==> src/rtl/dpr_pkg.sv <==
// Shared types and opcode classification for the dual-parallel flash router.
// Assumes four data lanes per device; the bit split depends on that count.
package dpr_pkg;

    localparam int LANES = 4;

    typedef enum logic [2:0] {
        CL_NONE, CL_RD_A, CL_RD_B, CL_PROG, CL_ERASE, CL_STAT, CL_OTHER
    } cmd_class_e;

    typedef enum logic [2:0] {
        SL_CMD, SL_DUP, SL_WSTRIPE, SL_RSTRIPE, SL_RSTAT, SL_RLOW
    } slot_e;

    // Sort an opcode into its handling class; never returns CL_NONE.
    function automatic cmd_class_e classify(input logic [7:0] op);
        case (op)
            8'h03, 8'h13:                      return CL_RD_A;
            8'h0B, 8'h0C, 8'h6B, 8'hEB:        return CL_RD_B;
            8'h02, 8'h12, 8'h32:               return CL_PROG;
            8'h20, 8'h52, 8'hD8, 8'h60, 8'hC7: return CL_ERASE;
            8'h05, 8'h70:                      return CL_STAT;
            default:                           return CL_OTHER;
        endcase
    endfunction

    // Index of the final serial clock of a slot (clock count minus one).
    function automatic logic [2:0] slot_last(input slot_e s);
        case (s)
            SL_CMD:                  return 3'd7;
            SL_WSTRIPE, SL_RSTRIPE:  return 3'd0;
            default:                 return 3'd1;
        endcase
    endfunction

    function automatic logic is_read_slot(input slot_e s);
        return (s == SL_RSTRIPE) || (s == SL_RSTAT) || (s == SL_RLOW);
    endfunction

    // Even bits of a byte, lane k carrying bit 2k.
    function automatic logic [LANES-1:0] even_bits(input logic [7:0] b);
        return {b[6], b[4], b[2], b[0]};
    endfunction

    // Odd bits of a byte, lane k carrying bit 2k+1.
    function automatic logic [LANES-1:0] odd_bits(input logic [7:0] b);
        return {b[7], b[5], b[3], b[1]};
    endfunction

    // Rebuild a byte from the two devices' lanes in the split order.
    function automatic logic [7:0] weave(input logic [LANES-1:0] lo,
                                         input logic [LANES-1:0] hi);
        return {hi[3], lo[3], hi[2], lo[2], hi[1], lo[1], hi[0], lo[0]};
    endfunction

endpackage

==> src/rtl/dpr_cmd_latch.sv <==
// Holds the class of the opcode of the frame in progress.
// Assumes load and clear never coincide (load only while idle).
module dpr_cmd_latch
    import dpr_pkg::*;
(
    input  logic       clk,
    input  logic       rst_n,
    input  logic       load,
    input  logic [7:0] opcode,
    input  logic       clear,
    output cmd_class_e cls
);

    // Capture the class at frame open, drop it at frame close.
    always_ff @(posedge clk) begin
        if (!rst_n)      cls <= CL_NONE;
        else if (clear)  cls <= CL_NONE;
        else if (load)   cls <= classify(opcode);
    end

    a_r10_clear_on_close: assert property (@(posedge clk) disable iff (!rst_n)
        clear |=> (cls == CL_NONE));
    a_r10_load_sets_class: assert property (@(posedge clk) disable iff (!rst_n)
        load |=> (cls != CL_NONE));

endmodule

==> src/rtl/dpr_sequencer.sv <==
// Frame and slot sequencer: accepts stream bytes, picks each byte's slot
// kind from the latched class, runs serial clock periods of two system
// clocks (low then high), inserts dummy clocks and drives chip select.
// Assumes ADDR_BYTES >= 1.
module dpr_sequencer
    import dpr_pkg::*;
#(
    parameter int ADDR_BYTES = 3,
    parameter int DUMMY_W    = 4
) (
    input  logic               clk,
    input  logic               rst_n,
    input  logic               tx_valid,
    input  logic [7:0]         tx_data,
    input  logic               tx_first,
    input  logic               tx_last,
    input  logic               tx_rd,
    output logic               tx_ready,
    input  logic [DUMMY_W-1:0] cfg_dummy_a,
    input  logic [DUMMY_W-1:0] cfg_dummy_b,
    input  cmd_class_e         cls,
    output logic               load_op,
    output logic               clear_op,
    output logic               cs_n,
    output logic               sck,
    output logic               slot_act,
    output logic               dummy_act,
    output slot_e              slot,
    output logic [2:0]         cnt_lo,
    output logic [7:0]         byte_o,
    output logic               sample,
    output logic               done
);

    localparam int CNT_W = (DUMMY_W + 1 > 3) ? DUMMY_W + 1 : 3;
    localparam int NB_W  = $clog2(ADDR_BYTES + 1);

    typedef enum logic [1:0] {ST_IDLE, ST_SLOT, ST_DUMMY, ST_GAP} state_e;

    state_e             state;
    logic               ph;
    logic [CNT_W-1:0]   cnt;
    logic               last_r;
    logic [NB_W-1:0]    nbytes;
    logic               cs_n_r;
    slot_e              nxt_slot;
    logic               addr_phase;
    logic               is_rd_cls;
    logic [DUMMY_W-1:0] dsel;
    logic               dummy_go;

    // Slot kind for the next post-opcode byte, from class and byte index.
    always_comb begin
        addr_phase = int'(nbytes) < ADDR_BYTES;
        case (cls)
            CL_RD_A, CL_RD_B: nxt_slot = addr_phase ? SL_DUP : SL_RSTRIPE;
            CL_PROG:          nxt_slot = addr_phase ? SL_DUP : SL_WSTRIPE;
            CL_STAT:          nxt_slot = SL_RSTAT;
            CL_OTHER:         nxt_slot = tx_rd ? SL_RLOW : SL_DUP;
            default:          nxt_slot = SL_DUP;
        endcase
    end

    // Dummy insertion decision at the end of the final address slot.
    always_comb begin
        is_rd_cls = (cls == CL_RD_A) || (cls == CL_RD_B);
        dsel      = (cls == CL_RD_A) ? cfg_dummy_a : cfg_dummy_b;
        dummy_go  = is_rd_cls && (slot == SL_DUP) && (int'(nbytes) == ADDR_BYTES)
                    && !last_r && (dsel != '0);
    end

    // Handshake and strobes seen by the other pieces.
    always_comb begin
        tx_ready  = (state == ST_IDLE) || (state == ST_GAP);
        load_op   = (state == ST_IDLE) && tx_valid && tx_first;
        slot_act  = (state == ST_SLOT);
        dummy_act = (state == ST_DUMMY);
        sample    = slot_act && ph;
        done      = sample && (cnt == '0);
        clear_op  = done && last_r;
        sck       = ph && (slot_act || dummy_act);
        cs_n      = cs_n_r;
        cnt_lo    = cnt[2:0];
    end

    // Main frame state machine.
    always_ff @(posedge clk) begin
        if (!rst_n) begin
            state  <= ST_IDLE;
            cs_n_r <= 1'b1;
            ph     <= 1'b0;
            cnt    <= '0;
            slot   <= SL_CMD;
            byte_o <= '0;
            last_r <= 1'b0;
            nbytes <= '0;
        end else begin
            case (state)
                ST_IDLE: begin
                    if (tx_valid && tx_first) begin
                        byte_o <= tx_data;
                        slot   <= SL_CMD;
                        cnt    <= CNT_W'(slot_last(SL_CMD));
                        ph     <= 1'b0;
                        last_r <= tx_last;
                        nbytes <= '0;
                        cs_n_r <= 1'b0;
                        state  <= ST_SLOT;
                    end
                end
                ST_GAP: begin
                    if (tx_valid) begin
                        byte_o <= tx_data;
                        slot   <= nxt_slot;
                        cnt    <= CNT_W'(slot_last(nxt_slot));
                        ph     <= 1'b0;
                        last_r <= tx_last;
                        if (addr_phase) nbytes <= nbytes + 1'b1;
                        state  <= ST_SLOT;
                    end
                end
                ST_SLOT: begin
                    if (!ph) begin
                        ph <= 1'b1;
                    end else begin
                        ph <= 1'b0;
                        if (cnt != '0) begin
                            cnt <= cnt - 1'b1;
                        end else if (last_r) begin
                            cs_n_r <= 1'b1;
                            state  <= ST_IDLE;
                        end else if (dummy_go) begin
                            cnt   <= CNT_W'({dsel, 1'b0}) - 1'b1;
                            state <= ST_DUMMY;
                        end else begin
                            state <= ST_GAP;
                        end
                    end
                end
                ST_DUMMY: begin
                    if (!ph) begin
                        ph <= 1'b1;
                    end else begin
                        ph <= 1'b0;
                        if (cnt != '0) cnt <= cnt - 1'b1;
                        else           state <= ST_GAP;
                    end
                end
                default: state <= ST_IDLE;
            endcase
        end
    end

    a_r1_open_needs_first: assert property (@(posedge clk) disable iff (!rst_n)
        $fell(cs_n_r) |-> $past(tx_valid && tx_first));
    a_r10_ready_on_close: assert property (@(posedge clk) disable iff (!rst_n)
        $rose(cs_n_r) |-> tx_ready);

endmodule

==> src/rtl/dpr_lane_map.sv <==
// Maps the current slot's byte onto the two devices' lanes.
// Assumes the byte and slot stay steady for the whole slot.
module dpr_lane_map
    import dpr_pkg::*;
(
    input  logic             act,
    input  slot_e            slot,
    input  logic [2:0]       cnt_lo,
    input  logic [7:0]       byte_i,
    output logic [LANES-1:0] lo_o,
    output logic [LANES-1:0] lo_oe,
    output logic [LANES-1:0] hi_o,
    output logic [LANES-1:0] hi_oe
);

    // Lane values and enables per slot kind; everything released otherwise.
    always_comb begin
        lo_o  = '0;
        hi_o  = '0;
        lo_oe = '0;
        hi_oe = '0;
        if (act) begin
            case (slot)
                SL_CMD: begin
                    lo_o  = {3'b000, byte_i[cnt_lo]};
                    hi_o  = {3'b000, byte_i[cnt_lo]};
                    lo_oe = 4'b0001;
                    hi_oe = 4'b0001;
                end
                SL_DUP: begin
                    lo_o  = cnt_lo[0] ? byte_i[7:4] : byte_i[3:0];
                    hi_o  = cnt_lo[0] ? byte_i[7:4] : byte_i[3:0];
                    lo_oe = 4'b1111;
                    hi_oe = 4'b1111;
                end
                SL_WSTRIPE: begin
                    lo_o  = even_bits(byte_i);
                    hi_o  = odd_bits(byte_i);
                    lo_oe = 4'b1111;
                    hi_oe = 4'b1111;
                end
                default: ;
            endcase
        end
    end

endmodule

==> src/rtl/dpr_rx_merge.sv <==
// Samples device lanes during read slots and builds the returned byte:
// rebuilt from the split, ORed across devices, or lower device only.
// Assumes two-clock slots present the high nibble first.
module dpr_rx_merge
    import dpr_pkg::*;
(
    input  logic             clk,
    input  logic             rst_n,
    input  logic             sample,
    input  logic             done,
    input  slot_e            slot,
    input  logic [LANES-1:0] lo_i,
    input  logic [LANES-1:0] hi_i,
    output logic             rx_valid,
    output logic [7:0]       rx_data
);

    logic [LANES-1:0] lo_h;
    logic [LANES-1:0] hi_h;

    // Hold first nibbles, then emit the merged byte when the slot ends.
    always_ff @(posedge clk) begin
        if (!rst_n) begin
            lo_h     <= '0;
            hi_h     <= '0;
            rx_valid <= 1'b0;
            rx_data  <= '0;
        end else begin
            rx_valid <= 1'b0;
            if (sample && !done) begin
                lo_h <= lo_i;
                hi_h <= hi_i;
            end
            if (done && is_read_slot(slot)) begin
                rx_valid <= 1'b1;
                case (slot)
                    SL_RSTRIPE: rx_data <= weave(lo_i, hi_i);
                    SL_RSTAT:   rx_data <= {lo_h | hi_h, lo_i | hi_i};
                    default:    rx_data <= {lo_h, lo_i};
                endcase
            end
        end
    end

    a_r5_rx_single_pulse: assert property (@(posedge clk) disable iff (!rst_n)
        rx_valid |=> !rx_valid);

endmodule

==> src/rtl/dpr_router.sv <==
// Top of the dual-parallel flash command router: latches the opcode class,
// sequences slots, maps lanes and merges returned bytes.
// Assumes both devices are identical and wired to one chip select and clock.
module dpr_router
    import dpr_pkg::*;
#(
    parameter int ADDR_BYTES = 3,
    parameter int DUMMY_W    = 4
) (
    input  logic               clk,
    input  logic               rst_n,
    input  logic               tx_valid,
    output logic               tx_ready,
    input  logic [7:0]         tx_data,
    input  logic               tx_first,
    input  logic               tx_last,
    input  logic               tx_rd,
    input  logic [DUMMY_W-1:0] cfg_dummy_a,
    input  logic [DUMMY_W-1:0] cfg_dummy_b,
    output logic               cs_n,
    output logic               sck,
    output logic [3:0]         lo_dq_o,
    output logic [3:0]         lo_dq_oe,
    input  logic [3:0]         lo_dq_i,
    output logic [3:0]         hi_dq_o,
    output logic [3:0]         hi_dq_oe,
    input  logic [3:0]         hi_dq_i,
    output logic               rx_valid,
    output logic [7:0]         rx_data
);

    cmd_class_e cls;
    slot_e      slot;
    logic       load_op;
    logic       clear_op;
    logic       slot_act;
    logic       dummy_act;
    logic [2:0] cnt_lo;
    logic [7:0] cur_byte;
    logic       sample;
    logic       done;

    dpr_cmd_latch u_latch (
        .clk    (clk),
        .rst_n  (rst_n),
        .load   (load_op),
        .opcode (tx_data),
        .clear  (clear_op),
        .cls    (cls)
    );

    dpr_sequencer #(
        .ADDR_BYTES (ADDR_BYTES),
        .DUMMY_W    (DUMMY_W)
    ) u_seq (
        .clk         (clk),
        .rst_n       (rst_n),
        .tx_valid    (tx_valid),
        .tx_data     (tx_data),
        .tx_first    (tx_first),
        .tx_last     (tx_last),
        .tx_rd       (tx_rd),
        .tx_ready    (tx_ready),
        .cfg_dummy_a (cfg_dummy_a),
        .cfg_dummy_b (cfg_dummy_b),
        .cls         (cls),
        .load_op     (load_op),
        .clear_op    (clear_op),
        .cs_n        (cs_n),
        .sck         (sck),
        .slot_act    (slot_act),
        .dummy_act   (dummy_act),
        .slot        (slot),
        .cnt_lo      (cnt_lo),
        .byte_o      (cur_byte),
        .sample      (sample),
        .done        (done)
    );

    dpr_lane_map u_map (
        .act    (slot_act),
        .slot   (slot),
        .cnt_lo (cnt_lo),
        .byte_i (cur_byte),
        .lo_o   (lo_dq_o),
        .lo_oe  (lo_dq_oe),
        .hi_o   (hi_dq_o),
        .hi_oe  (hi_dq_oe)
    );

    dpr_rx_merge u_rx (
        .clk      (clk),
        .rst_n    (rst_n),
        .sample   (sample),
        .done     (done),
        .slot     (slot),
        .lo_i     (lo_dq_i),
        .hi_i     (hi_dq_i),
        .rx_valid (rx_valid),
        .rx_data  (rx_data)
    );

    a_r1_sck_inside_frame: assert property (@(posedge clk) disable iff (!rst_n)
        sck |-> !cs_n);
    a_r6_dummy_released: assert property (@(posedge clk) disable iff (!rst_n)
        dummy_act |-> (lo_dq_oe == 4'b0000 && hi_dq_oe == 4'b0000));
    a_r2_cmd_lane0_only: assert property (@(posedge clk) disable iff (!rst_n)
        (slot_act && slot == SL_CMD) |-> (lo_dq_oe == 4'b0001 && hi_dq_oe == 4'b0001));

endmodule

==> config.mk <==
export PLATFORM = sky130hd
export DESIGN_NAME = dpr_router
export DESIGN_NICKNAME = d
export VERILOG_FILES = /design/src/rtl/dpr_pkg.sv /design/src/rtl/dpr_cmd_latch.sv /design/src/rtl/dpr_sequencer.sv /design/src/rtl/dpr_lane_map.sv /design/src/rtl/dpr_rx_merge.sv /design/src/rtl/dpr_router.sv
export SDC_FILE = /design/constraint.sdc
export NUM_CORES = 1
export LEC_CHECK = 0
export ABC_CLOCK_PERIOD_IN_PS = 6100
export CAP_MARGIN = 20
export CORE_ASPECT_RATIO = 1.2
export CORE_MARGIN = 10
export CORE_UTILIZATION = 50
export CTS_CLUSTER_DIAMETER = 50
export DETAILED_ROUTE_END_ITERATION = 10
export GPL_ROUTABILITY_DRIVEN = 1
export PLACE_DENSITY = 0.78
export SETUP_SLACK_MARGIN = 0.05
export SYNTH_ARGS = -nofsm -noshare
export SYNTH_HDL_FRONTEND = slang
export SYNTH_SLANG_ARGS = --single-unit
==> constraint.sdc <==
create_clock -name clk -period 6.1 [get_ports clk]
set_input_delay 1.22 -clock clk [delete_from_list [all_inputs] [get_ports clk]]
set_output_delay 1.22 -clock clk [all_outputs]
set_load 0.01 [all_outputs]
== Word-level counts from Yosys, hierarchy flattened ==
Cells that the tools add are included.
W data, S select, Z words.

* Flip-flop bits (word level): 43
* Input port bits: 30
* Output and inout port bits: 28
* Logic and storage cells: 165

* Add/subtract/negate cells: 3
* $lt $le $gt $ge: 2
* Equal/unequal tests: 43
* Mux-type cells: 57
* Bitwise logic cells: 3
* Reductions and logical operators: 44

{| class="wikitable"
|+ Operator list
! kind !! number
|-
| $mux W5 || 8
|-
| $eq A8 B7 Y1 const B || 4
|-
| $pmux W8 S2 || 2
|-
| $eq A8 B8 Y1 const B || 3
|-
| $mux W2 || 12
|-
| $pmux W4 S3 || 2
|-
| $mux W4 || 5
|-
| $pmux W5 S4 || 1
|-
| $eq A3 B2 Y1 const B || 6
|-
| $eq A8 B2 Y1 const B || 2
|-
| $eq A8 B4 Y1 const B || 2
|-
| $eq A8 B5 Y1 const B || 2
|-
| $eq A8 B6 Y1 const B || 2
|-
| $mux W8 || 2
|-
| $pmux W3 S5 || 1
|-
| $reduce_or A2 Y1 || 7
|-
| $logic_and A1 B1 Y1 || 13
|-
| $eq A3 B3 Y1 const B || 4
|-
| $pmux W3 S2 || 2
|-
| $pmux W3 S4 || 1
|-
| $mux W1 || 11
|-
| $ne A2 B1 Y1 const B || 5
|-
| $sub A5 B1 Y5 const B || 2
|-
| $mux W3 || 3
|-
| other kinds (35) || 50
|}

== Logic depth before layout (Yosys ltp) ==
Gate-level depths: netlist of the first run.

* Depth after elaboration: 11
* Gate-level depth with buffers: 10
* Gate-level depth less buffers: 8

== Modules after synthesis ==
Synthesis of the first run repeated with hierarchy kept, for this count alone.

* Cell total of the unflattened synthesis: 350
* Area, all modules: 3,105.5 um2

{| class="wikitable"
|+ By module, submodules not included
! module !! instances !! cells each !! area each (um2)
|-
| dpr_sequencer || 1 || 177 || 1,529.0
|-
| dpr_rx_merge || 1 || 94 || 940.9
|-
| dpr_lane_map || 1 || 42 || 325.3
|-
| dpr_cmd_latch || 1 || 37 || 310.3
|}

== Worst setup path after synthesis of the first run ==
OpenSTA, ideal clock, no wires.

* Kind: register to output
* Start point: register u_seq.slot[1]
* End point: output hi_dq_oe[2]
* Arrival: 1.728 ns
* Required time: 4.880 ns
* Slack: 3.152 ns
* Stages on the path, launching flop included: 7
* Cells stage by stage: dfxtp_1 -> clkbuf_1 -> nand2_1 -> clkbuf_1 -> nand3b_1 -> nor2_1 -> buf_4

* Cells in the longest elaborated chain, start to end: 4
* Elaborated cells between the ends (all ways): 6
* Classes of those cells: 2 x eq/ne; 2 x mux; 2 x reduce/logical

{| class="wikitable"
|+ RTL lines
! item !! line !! text
|-
| start, declared || dpr_sequencer.sv:28 || <nowiki>output slot_e slot,</nowiki>
|-
| start signal, assigned || dpr_sequencer.sv:114 || <nowiki>slot <= nxt_slot;</nowiki>
|-
| $eq A3 B1 Y1 / $eq A3 B2 Y1 (equally long branches) || dpr_lane_map.sv:23 || <nowiki>case (slot)</nowiki>
|-
| $reduce_or A2 Y1 (no line) || -- ||
|-
| $pmux W4 S2 (*) || dpr_lane_map.sv:23 ||
|-
| $mux W4 (*) || dpr_lane_map.sv:22 || <nowiki>if (act) begin</nowiki>
|-
| end, declared || dpr_router.sv:26 || <nowiki>output logic [3:0] hi_dq_oe,</nowiki>
|}

Every way passes the cells marked *; elsewhere a longest branch is shown, timed or not.

== Worst setup path in the final report of the first run ==
* Start point: register u_seq.cnt[0]
* End point: output hi_dq_o[0]

* Cells in the longest elaborated chain, start to end: 4
* Elaborated cells between the ends (all ways): 5
* Classes of those cells: 5 x mux

{| class="wikitable"
|+ RTL lines
! item !! line !! text
|-
| start, declared || dpr_sequencer.sv:42 || <nowiki>logic [CNT_W-1:0] cnt;</nowiki>
|-
| start signal, assigned || dpr_sequencer.sv:103 || <nowiki>cnt <= CNT_W'(slot_last(SL_CMD));</nowiki>
|-
| start signal, assigned || dpr_sequencer.sv:115 || <nowiki>cnt <= CNT_W'(slot_last(nxt_slot));</nowiki>
|-
| start signal, assigned || dpr_sequencer.sv:128 || <nowiki>cnt <= cnt - 1'b1;</nowiki>
|-
| $bmux W1 S3 || dpr_lane_map.sv:26 || <nowiki>hi_o = {3'b000, byte_i[cnt_lo]};</nowiki>
|-
| $mux W1 (implied by the code) || dpr_lane_map.sv:26 ||
|-
| $pmux W4 S3 (*) || dpr_lane_map.sv:23 ||
|-
| $mux W4 (*) || dpr_lane_map.sv:22 ||
|-
| end, declared || dpr_router.sv:25 || <nowiki>output logic [3:0] hi_dq_o,</nowiki>
|}

Every way passes the cells marked *; elsewhere a longest branch is shown, timed or not. The select of a mux whose other input is x is not followed.

==> results of run 1 <==
[per-stage QoR]
stage | hold slack [ps] | power (mW) | util [%] | cell area, um2 | std cells
floorplan | 436 | 0.528 | - | 2800 | 344
global placement | 449 | 0.614 | 61.8 | 3320 | 440
detailed placement | 457 | 0.617 | 61.8 | 3320 | 440
CTS | 469 | 0.848 | 64.0 | 3440 | 448
global route | 492 | 0.897 | 64.4 | 3460 | 449
finish | 471 | 0.850 | 64.4 | 3460 | 449
[registers in the layout, summed over array words and instances, names as in the netlist, 3 cells and up]
signal / flops
u_latch.cls: 3
u_rx.hi_h: 4
u_rx.lo_h: 4
u_rx.rx_data: 8
u_seq.byte_o: 8
u_seq.cnt: 5
u_seq.slot: 3
[synth_stat cells, types with 5 or more instances]
master,instances
nor2b_1,5
nand2_1,39
ha_1,9
mux2i_1,16
nor2_1,37
o21ai_0,11
a21o_1,9
mux2_2,5
a211oi_1,10
nor3_1,8
nor3b_1,12
buf_4,6
nand4b_1,5
dfxtp_1,43
a21oi_1,28
a221oi_1,8
nand4_1,5
clkbuf_1,12
inv_1,11
[final timing paths]
kind | endpoint | startpoint | depth (start not counted)
setup / recovery | hi_dq_o[0] | u_seq.cnt[0] | 5
hold / removal | u_seq.nbytes[1] | u_seq.nbytes[1] | 2
setup reg to reg | u_seq.cnt[0] | u_latch.cls[0] | 8
hold reg to reg | u_seq.nbytes[1] | u_seq.nbytes[1] | 2
[kinds of logic (layout without fill, tap and decap cells)]
family	Yosys count	count (layout)	share of synthesized area (%)
and+or+nand+nor	134	134	25.2
AOI/OAI and AO/OA	94	94	22.7
DFF	43	43	30.8
buffers and inverters	36	79	6.31
muxes	23	23	9.36
adders and majority gates	9	9	4.03
xor gates and xnor gates	5	5	1.57
[layer usage]
metal	GRT usage [%]	vias up	part of all wire (%)	wire, um
li1	-	1338	-	-
met1	18.4	1251	42	3010
met2	27.0	68	52	3680
met3	3.34	9	4.8	342
met4	4.98	0	1.0	72
met5	0	-	0	0
[report_power, final]
group | total [mW] | leakage [nW] | switching, mW | internal (mW)
sequential | 0.339 | 0.349 | 0.0377 | 0.301
clock | 0.232 | 0.0612 | 0.0998 | 0.133
combinational | 0.279 | 0.808 | 0.147 | 0.132
total | 0.850 | 1.22 | 0.284 | 0.566
[placed cells by master, fill, tap and decap left out, drive strengths merged, types with 11 or more instances in the layout]
master and count:
nand2 39, mux2i 16, inv 11, o21ai 12, dfxtp 43, a21oi 28
nor3b 13, clkdlybuf4s50 57, nor2 39, a211oi 12
[worst reg2reg max path: stages (launching register included)]
cell	delay [ps]
dfxtp_1	460
nor3b_2	520
mux2i_1	240
ha_1	260
nor3b_1	130
mux2_2	270
o21ai_1	340
nand2_1	130
a221oi_1	300
[cell type report]
type	count	area, um2
clock inverters	2	35.0
inverters	12	45.0
well taps	62	77.6
multi-input cells	265	1760
repair buffers	59	598
clock buffers	6	82.6
flip-flops and latches	43	861
fillers	490	1910
==> flow_summary.json, run 1 <==
{
  "synth_area_leaders": "dfxtp_1 31%, mux2i_1 5.7%, nand2_1 5.2%",
  "synth_edf_count": 0,
  "r2r_slack_ps": 3370,
  "irDropWorstVdd_mv": 0.142,
  "synth_cell_types": 59,
  "grt_pass1_wl_um": 11600,
  "crit_slowest_cell": "dfxtp_1",
  "htree_levels": 2,
  "setup_violations": 0,
  "layout.nets": 425,
  "avgSynthCellArea_um2": 8.13,
  "hp-class": "register to register",
  "drt_wl_total_um": 7100,
  "async_flop_share_pct": 0,
  "synth_ff_type": "dfxtp_1",
  "crit_buf_inv": 1,
  "clock_latency_ps": 290,
  "endpoint_kind": "output port",
  "synth.net_count": 383,
  "rsz0062_at_grt": "no",
  "portBuffers": 57,
  "ant_nets": 0,
  "setup_tns_ps": 0,
  "synth-seq-cells": 43,
  "cap_violations": 0,
  "diodes": 0,
  "worstPathArrival_ps": 2580,
  "status": "finished clean",
  "die_w_um": 88.3,
  "power_density_nw_per_um2": 246,
  "yosysWarnings": 0,
  "routed-via-count": 2666,
  "clockBufferDepth": 2,
  "ys_seq_area_share_pct": 30.8,
  "synthDominantCellAreaShare_pct": 30.8,
  "core_area_um2": 5370,
  "fin_crit_sh_pct": 62.4,
  "pre_cts_ws_ps": 2520,
  "cts_resized": 0,
  "design.die.area_um2": 8990,
  "grt_pass1_vias": 2460,
  "start_util_pct": 52.1,
  "hold_buffers": 0,
  "routedWlPerCell_um": 15.8,
  "area_growth_pct": 23.7,
  "post-route-min-period_ps": 3800,
  "cts_tree": "yes",
  "yosys.area.top_type": "dfxtp_1",
  "synth_area_um2": 2800,
  "drv_slew": 0,
  "crit_fanout": 11,
  "post-route-drc-count": 0,
  "fp-row-count": 29,
  "cp_slowest_stage_delay_ps": 600,
  "max_freq_mhz": 263,
  "viasPerCell": 5.94,
  "cts-root-buf": "clkbuf_8",
  "grt_max_degree": 37,
  "cts_buffers": 5,
  "clock-sinks": 43,
  "startpoint_type": "register",
  "first_pass_iters": 4,
  "path_cells": "mux4_2 > mux2_2 > o21ai_0 > a21oi_1 > clkdlybuf4s50_1",
  "cts_setup_buffers": 0,
  "slew-limit-headroom_pct": 49.5,
  "first_iter_violations": 174,
  "crit_family": "multiplexers",
  "clock_skew_ps": 4.92,
  "crit_required_ps": 4880,
  "p_leak_nw": 1.22,
  "grtUsageTotal_pct": 15.5,
  "synthCells": 344,
  "grt-ovfl-total": 0,
  "setup_slack_ps": 2300,
  "die_h_um": 102,
  "top_level_ports": 58,
  "place_congestion": 0.909,
  "dp_hpwl_um": 5370,
  "antenna_found_initial": 0,
  "drive_above_1_share_pct": 6.98,
  "clk_pin_slew_ps": 80,
  "critPathKind": "register to output port",
  "hold_viol": 0,
  "worstMarginPinSlew_ps": 756
}
Note: power is estimated with default switching activity, not from simulation.
==> run 2, diff against run 1 <==
ABC_CLOCK_PERIOD_IN_PS = 3200   (was 6100)
CORE_UTILIZATION = 47   (was 50)
PLACE_DENSITY = 0.77   (was 0.78)
clock period = 3.2 ns   (was 6.1 ns; I/O delays follow)
==> flow_summary.json, run 2 (synthesized netlist as in run 1, its figures left out) <==
{
  "status": "finished clean",
  "worstMarginPinSlew_ps": 625,
  "fp-row-count": 30,
  "grt_max_degree": 31,
  "area_growth_pct": 24.6,
  "setup_slack_ps": 259,
  "crit_buf_inv": 1,
  "path_cells": "mux4_2 > mux2_2 > o21ai_1 > a21oi_1 > clkdlybuf4s50_1",
  "clk_pin_slew_ps": 80,
  "cts_setup_buffers": 0,
  "fillers": 538,
  "endpoint_kind": "output port",
  "post-route-drc-count": 0,
  "die_h_um": 104,
  "antenna_found_initial": 0,
  "drv_slew": 0,
  "hold_viol": 0,
  "final_cells": 474,
  "fin_crit_sh_pct": 91.9,
  "first_iter_violations": 119,
  "pre_cts_ws_ps": 477,
  "layout_commonest_cell": "clkdlybuf4s50_1",
  "critPathKind": "register to output port",
  "htree_levels": 2,
  "clock_skew_ps": 10.4,
  "irDropWorstVdd_mv": 0.200,
  "setup_tns_ps": 0,
  "cts_tree": "yes",
  "cap_violations": 0,
  "fin_area_um2": 3480,
  "placed_area_um2": 3400,
  "ant_nets": 0,
  "clockBufferDepth": 2,
  "top_regs": "u_rx.rx_data: 8 flops, u_seq.byte_o: 8 flops, u_seq.cnt: 5 flops",
  "drive_above_1_share_pct": 8.12,
  "clock-sinks": 43,
  "crit_required_ps": 2560,
  "dp_hpwl_um": 5550,
  "grt_pass1_vias": 2610,
  "rsz0062_at_grt": "no",
  "final_util_pct": 61.1,
  "diodes": 0,
  "crit_family": "multiplexers",
  "routedWlPerCell_um": 15.2,
  "numPlacedInstances": 466,
  "clock_latency_ps": 300,
  "max_freq_mhz": 340,
  "cts_buffers": 5,
  "hold_buffers": 0,
  "grtUsageTotal_pct": 14.8,
  "grt-ovfl-total": 0,
  "hp-class": "register to register",
  "crit_slowest_cell": "mux4_2",
  "core_area_um2": 5710,
  "portBuffers": 57,
  "drt_wl_total_um": 7210,
  "grt_pass1_wl_um": 12100,
  "startpoint_type": "register",
  "power_density_nw_per_um2": 438,
  "post-route-min-period_ps": 2940,
  "worstPathArrival_ps": 2300,
  "setup_violations": 0,
  "p_leak_nw": 1.23,
  "layout.nets": 432,
  "viasPerCell": 5.66,
  "start_util_pct": 49.0,
  "design.die.area_um2": 9440,
  "cts-root-buf": "clkbuf_8",
  "routed-via-count": 2684,
  "first_pass_iters": 4,
  "final_cell_mix": "57 x clkdlybuf4s50_1, 43 x dfxtp_1, 39 x nand2_1",
  "die_w_um": 90.4,
  "top_level_ports": 58,
  "cp_slowest_stage_delay_ps": 520,
  "crit_fanout": 5,
  "slew-limit-headroom_pct": 58.0,
  "place_congestion": 0.855
}
run 2: worst min-delay path, stage by stage (launching register included):
cell and delay [ps]:
dfxtp_1 320, nand2_1 60, a21oi_1 60
run 2: layer usage:
layer  global-route usage [%]  share of wire [%]
met5                        0                  0
met4                     5.01                1.2
met3                     3.68                4.5
met2                     26.0                 51
met1                     16.9                 44
run 2: area by class of cell:
type / count / area [um2] / area share (%)
tap: 80 / 100 / 2.87
multi-input combinational: 265 / 1760 / 50.5
inverter: 12 / 45.0 / 1.29
clock inverter: 1 / 5.00 / 0.144
timing repair buffer: 66 / 638 / 18.3
sequential: 43 / 861 / 24.7
clock buffer: 7 / 76.3 / 2.19
run 2: what timing repair did:
| item | 4_1_cts | 5_1_grt |
|---|---|---|
| endpoints found under the hold margin | 0 | 0 |
| gates resized for setup | 0 | 1 |
| setup endpoints to repair | 0 | 2 |
run 2: per-stage QoR:
step / hold WS (ps) / power, mW
final: 483 / 1.53
after global placement: 449 / 1.19
after floorplan: 436 / 1.01
after global routing: 503 / 1.62
after CTS: 489 / 1.53
after detailed placement: 478 / 1.20
run 2: path summary, 6_finish.rpt:
kind	to	depth (start not counted)	startpoint	slack [ps]
setup / recovery	lo_dq_o[0]	5	u_seq.cnt[1]	260
hold / removal	u_seq.nbytes[1]	2	u_seq.nbytes[1]	480
setup reg to reg	u_seq.cnt[0]	8	u_latch.cls[0]	470
hold reg to reg	u_seq.nbytes[1]	2	u_seq.nbytes[1]	480
run 2: report_power, final:
part           switching [mW]  leakage (nW)  internal [mW]
Combinational           0.298         0.837          0.266
Sequential             0.0555         0.349          0.574
Clock                   0.179        0.0422          0.153
